[config.mk]
export PLATFORM = sky130hd
export DESIGN_NAME = frame_timeout_monitor
export DESIGN_NICKNAME = d
export VERILOG_FILES = /design/src/rtl/fto_pkg.sv /design/src/rtl/fto_interval_timer.sv /design/src/rtl/fto_timeout_tally.sv /design/src/rtl/fto_frame_latch.sv /design/src/rtl/frame_timeout_monitor.sv
export SDC_FILE = /design/constraint.sdc
export NUM_CORES = 1
export LEC_CHECK = 0
export ABC_AREA = 1
export BUFFER_PORTS_ARGS = -buffer_cell sky130_fd_sc_hd__buf_2
export CORE_UTILIZATION = 25
export CTS_CLUSTER_DIAMETER = 120
export DETAILED_ROUTE_END_ITERATION = 12
export PLACE_DENSITY = 0.42
export SETUP_SLACK_MARGIN = 0.1
export SLEW_MARGIN = 20
export SYNTH_ARGS = -nofsm -noshare
export SYNTH_HDL_FRONTEND = slang
export SYNTH_SLANG_ARGS = --single-unit
[constraint.sdc]
create_clock -name clk -period 4 [get_ports clk]
set_input_delay 0.2 -clock clk [delete_from_list [all_inputs] [get_ports clk]]
set_output_delay 0.2 -clock clk [all_outputs]
set_load 0.01 [all_outputs]
[src/rtl/fto_pkg.sv]
package fto_pkg;
  localparam int CNT_W_DEF   = 14;
  localparam int FRAME_W_DEF = 11;
  localparam int OCC_W_DEF   = 3;
  localparam int WR_W_DEF    = 16;
  localparam int RELOAD_DEF  = 12000; // 1 ms of 12 MHz ticks

  // saturating increment used by the occurrence tally
  function automatic logic [7:0] sat_inc(input logic [7:0] v, input logic [7:0] lim);
    return (v >= lim) ? lim : v + 8'd1;
  endfunction
endpackage

[src/rtl/fto_interval_timer.sv]
module fto_interval_timer #(
  parameter int CNT_W   = 14,
  parameter int RST_VAL = 12000
) (
  input  logic             clk,
  input  logic             rst,
  input  logic             tick_i,
  input  logic             restart_i,
  input  logic             load_i,
  input  logic [CNT_W-1:0] load_val_i,
  output logic             expire_o
);
  localparam logic [CNT_W-1:0] INIT = CNT_W'(RST_VAL);

  logic [CNT_W-1:0] interval_q;
  logic [CNT_W-1:0] count_q;

  assign expire_o = tick_i && (count_q == '0) && !restart_i && !load_i;

  always_ff @(posedge clk) begin
    if (rst) begin
      interval_q <= INIT;
      count_q    <= INIT;
    end else if (load_i) begin
      interval_q <= load_val_i;
      count_q    <= load_val_i;
    end else if (restart_i) begin
      count_q <= interval_q;
    end else if (tick_i) begin
      count_q <= (count_q == '0) ? interval_q : count_q - 1'b1;
    end
  end
endmodule

[src/rtl/fto_timeout_tally.sv]
module fto_timeout_tally
  import fto_pkg::*;
#(
  parameter int OCC_W = 3
) (
  input  logic             clk,
  input  logic             rst,
  input  logic             clear_i,
  input  logic             expire_i,
  input  logic             irq_en_i,
  output logic             flag_o,
  output logic [OCC_W-1:0] occ_o,
  output logic             irq_o
);
  localparam logic [7:0] OCC_MAX = 8'((1 << OCC_W) - 1);

  logic hit;
  assign hit = expire_i && irq_en_i;

  always_ff @(posedge clk) begin
    if (rst) begin
      flag_o <= 1'b0;
      occ_o  <= '0;
      irq_o  <= 1'b0;
    end else begin
      irq_o <= hit && !clear_i;
      if (clear_i) begin
        flag_o <= 1'b0;
        occ_o  <= '0;
      end else if (hit) begin
        flag_o <= 1'b1;
        occ_o  <= OCC_W'(sat_inc(8'(occ_o), OCC_MAX));
      end
    end
  end
endmodule

[src/rtl/fto_frame_latch.sv]
module fto_frame_latch #(
  parameter int FRAME_W = 11
) (
  input  logic               clk,
  input  logic               rst,
  input  logic               capture_i,
  input  logic [FRAME_W-1:0] frame_i,
  output logic [FRAME_W-1:0] frame_o
);
  always_ff @(posedge clk) begin
    if (rst)            frame_o <= '0;
    else if (capture_i) frame_o <= frame_i;
  end
endmodule

[src/rtl/frame_timeout_monitor.sv]
module frame_timeout_monitor
  import fto_pkg::*;
#(
  parameter int CNT_W   = CNT_W_DEF,
  parameter int FRAME_W = FRAME_W_DEF,
  parameter int OCC_W   = OCC_W_DEF,
  parameter int WR_W    = WR_W_DEF,
  parameter int RST_VAL = RELOAD_DEF
) (
  input  logic                              clk,
  input  logic                              rst,
  input  logic                              tick_i,
  input  logic                              wr_en_i,
  input  logic [WR_W-1:0]                   wr_data_i,
  input  logic                              sof_i,
  input  logic                              eop_i,
  input  logic [FRAME_W-1:0]                frame_i,
  input  logic                              low_speed_i,
  input  logic                              irq_en_i,
  output logic [FRAME_W+OCC_W+1:0]          status_o,
  output logic                              irq_o
);
  localparam int PAD_W = WR_W - CNT_W;

  logic             link_evt;
  logic             expire;
  logic             flag;
  logic [OCC_W-1:0] occ;
  logic [FRAME_W-1:0] frame_q;
  logic             unused_wr_hi;

  assign link_evt     = sof_i || eop_i;
  assign unused_wr_hi = ^wr_data_i[WR_W-1:WR_W-PAD_W];

  fto_interval_timer #(.CNT_W(CNT_W), .RST_VAL(RST_VAL)) u_timer (
    .clk        (clk),
    .rst        (rst),
    .tick_i     (tick_i),
    .restart_i  (link_evt),
    .load_i     (wr_en_i),
    .load_val_i (wr_data_i[CNT_W-1:0]),
    .expire_o   (expire)
  );

  fto_timeout_tally #(.OCC_W(OCC_W)) u_tally (
    .clk      (clk),
    .rst      (rst),
    .clear_i  (link_evt),
    .expire_i (expire),
    .irq_en_i (irq_en_i),
    .flag_o   (flag),
    .occ_o    (occ),
    .irq_o    (irq_o)
  );

  fto_frame_latch #(.FRAME_W(FRAME_W)) u_frame (
    .clk       (clk),
    .rst       (rst),
    .capture_i (sof_i && !low_speed_i),
    .frame_i   (frame_i),
    .frame_o   (frame_q)
  );

  assign status_o = {flag, occ, 1'b0, frame_q};
endmodule

==> results.json <==
{
  "worst_r2r_endpoint": "u_timer.count_q[10]",
  "wirelength_mm": 5.92,
  "worst_slew_pin_slew_ns": 0.925,
  "post-cts-setup-buffers": 0,
  "fin_nets": 420,
  "yosysTopAreaCell": "dfxtp_1",
  "netlist_area_mm2": 0.00226,
  "skew_ns": 0.00731,
  "drive_gt1_share_pct": 16.2,
  "slew_headroom_pct": 38.0,
  "drcViolationCount": 0,
  "cts_resized": 0,
  "root_buffer": "clkbuf_8",
  "grt-ovfl-total": 0,
  "cts.sinks": 44,
  "cp.arrival_ns": 2.32,
  "coreArea_mm2": 0.00876,
  "endpoint_kind": "register",
  "clockBufferDepth": 2,
  "syn-instance-count": 343,
  "start_util_pct": 25.8,
  "syn-num-nets": 381,
  "wire_per_inst_um": 12.1,
  "min_period_over_period_pct": 53.2,
  "power_density_mw_per_mm2": 369,
  "clk_pin_slew_ns": 0.09,
  "drt_iter0_markers": 86,
  "period_minus_slack_ns": 2.13,
  "critPathMaxFanout": 12,
  "fmax_mhz": 470,
  "io_buffer_count": 48,
  "maxSlewViolCount": 0,
  "num_vias": 2176,
  "r2r_cells": 9,
  "num_rows": 34,
  "power.total_uw": 977,
  "antenna_found_initial": 0,
  "rrSetupSlack_ns": 1.87,
  "grt_pass1_vias": 2141,
  "yosysMostFrequentCell": "nand2_1",
  "numCtsBuffers": 5,
  "hp-start": "frame_i[6]",
  "ys_types": 30,
  "firstDrtPassIters": 5,
  "path_class": "register to register",
  "ys_top_cells_by_count": "89 x nand2_1, 45 x nor2_1, 44 x dfxtp_1, 41 x inv_1, 31 x nand3_1",
  "gr-usage-all-layers_pct": 13.3,
  "cts_tree": "yes",
  "vdd_drop_max_uv": 172,
  "startpoint_type": "register",
  "hold_viol": 0,
  "synth_seq_area_share_pct": 38.9,
  "io_pins": 52,
  "cp_data_required_time_ns": 4.20,
  "status": "finished, final reports clean",
  "antenna-diode-count": 0,
  "yosys-top-cells-area": "dfxtp_1 39%, nand2_1 15%, nor2_1 7.5%, nand3_1 6.9%, inv_1 6.8%",
  "min_to": "u_frame.frame_o[6]",
  "die_x_um": 97.2,
  "hold_slack_ns": 0.115,
  "setup_tns_ns": 0,
  "hold_buffers": 0,
  "grt_pass1_wl_mm": 10.1,
  "synth_edf_count": 0,
  "min_path_type": "primary input to register",
  "p_leak_uw": 0.00136,
  "htreeDepth": 2,
  "hold_path_depth": 3,
  "syn_avg_cell_area_um2": 6.60,
  "synth-seq-cells": 44,
  "cap_violations": 0,
  "ant_nets": 0,
  "rsz0062_at_grt": "false",
  "gp_congestion": 0.787,
  "clk_latency_ns": 0.30,
  "yosys_warnings": 0,
  "via_per_inst": 4.43,
  "die_area_mm2": 0.00944,
  "setup_viol": 0,
  "yosys.area.top_type_share_pct": 38.9,
  "ys.flop_type": "dfxtp_1",
  "rr_startpoint": "u_timer.count_q[0]",
  "grt_max_degree": 33,
  "synthArstFlopShare_pct": 0,
  "area_delta_synth_final_pct": 17.0,
  "dieHeight_um": 97.2,
  "place_hpwl_mm": 4.08
}
## flip-flops by register name (all words and copies together), names as in the netlist
register / count
u_timer.count_q: 14
u_frame.frame_o: 11
u_tally.occ_o: 3
u_tally.irq_o: 1
u_timer.interval_q: 14
u_tally.flag_o: 1
## area by class of cell
type	count	area [µm²]
Sequential cell	44	881
Tap cell	108	135
Clock buffer	6	72.6
Multi-Input combinational cell	240	1120
Fill cell	988	6110
Clock inverter	2	35.0
Timing Repair Buffer	48	240
Inverter	43	164
## worst max path at each step
stage,start,to,cells past startpoint
after global placement,u_timer.count_q[0],u_timer.count_q[12],9
after global routing,u_timer.count_q[0],u_timer.count_q[4],9
after floorplan,u_timer.count_q[0],u_timer.count_q[13],10
after detailed placement,u_timer.count_q[0],u_timer.count_q[12],9
after CTS,u_timer.count_q[0],u_timer.count_q[10],9
final,u_timer.count_q[0],u_timer.count_q[10],9
## cell families after synthesis
logic type / Yosys count / synth area share, %
XOR/XNOR: 4 / 1.55
AND/OR/NAND/NOR: 177 / 33.0
flip-flops: 44 / 38.9
adder cells (fa/ha/maj): 3 / 1.66
AO/OA/AOI/OAI: 55 / 13.1
buffers and inverters: 59 / 11.6
other: 1 / 0.166
## worst max-delay path, stage by stage, from the launching register on
cell and delay, ns:
dfxtp_1 0.34, inv_1 0.06, ha_1 0.25, nand2_1 0.14, nor2_2 0.23, nand3_2 0.28
nand2_1 0.47, nand2_1 0.10, nand3_1 0.10, nand2_1 0.06
## report_power, final
group	switching, µW	internal (µW)	leakage [µW]
clock network	161	186	0.0000552
registers	16.6	465	0.000364
logic	92.5	56.4	0.000936
total	270	707	0.00136
## layer usage
metal / global-route usage, % / part of all wire, % / vias up
li1: - / - / 1160
met1: 16.2 / 48 / 969
met2: 22.9 / 46 / 40
met3: 4.10 / 4.6 / 7
met4: 3.44 / 1.1 / 0
met5: 0 / 0 / -
## through the flow
step | cell area [µm²] | setup slack (ns) | instances | utilization, %
global placement | 2540 | 1.87 | 483 | 29.0
CTS | 2650 | 1.85 | 491 | 30.2
floorplan | 2260 | 2.52 | 343 | -
detailed placement | 2540 | 1.88 | 483 | 29.0
global route | 2650 | 1.59 | 491 | 30.2
finish | 2650 | 1.87 | 491 | 30.2
## layout by cell type, fill, tap and decap left out, types with 2 or more instances in the layout
cell      synthesis  layout
o211ai_1          6       6
buf_2             1      48
xnor2_1           2       2
xor2_1            2       2
nor2_1           45      45
a21oi_1          24      24
clkinv_1          1       2
o21ai_0          22      22
nand2_1          89      89
ha_1              3       3
clkbuf_8          0       5
nand3_1          31      31
nor2_2            2       2
dfxtp_1          44      44
nand4_1           3       3
nand3b_1          2       2
inv_1            41      40
(Power assumes the default switching activity.)
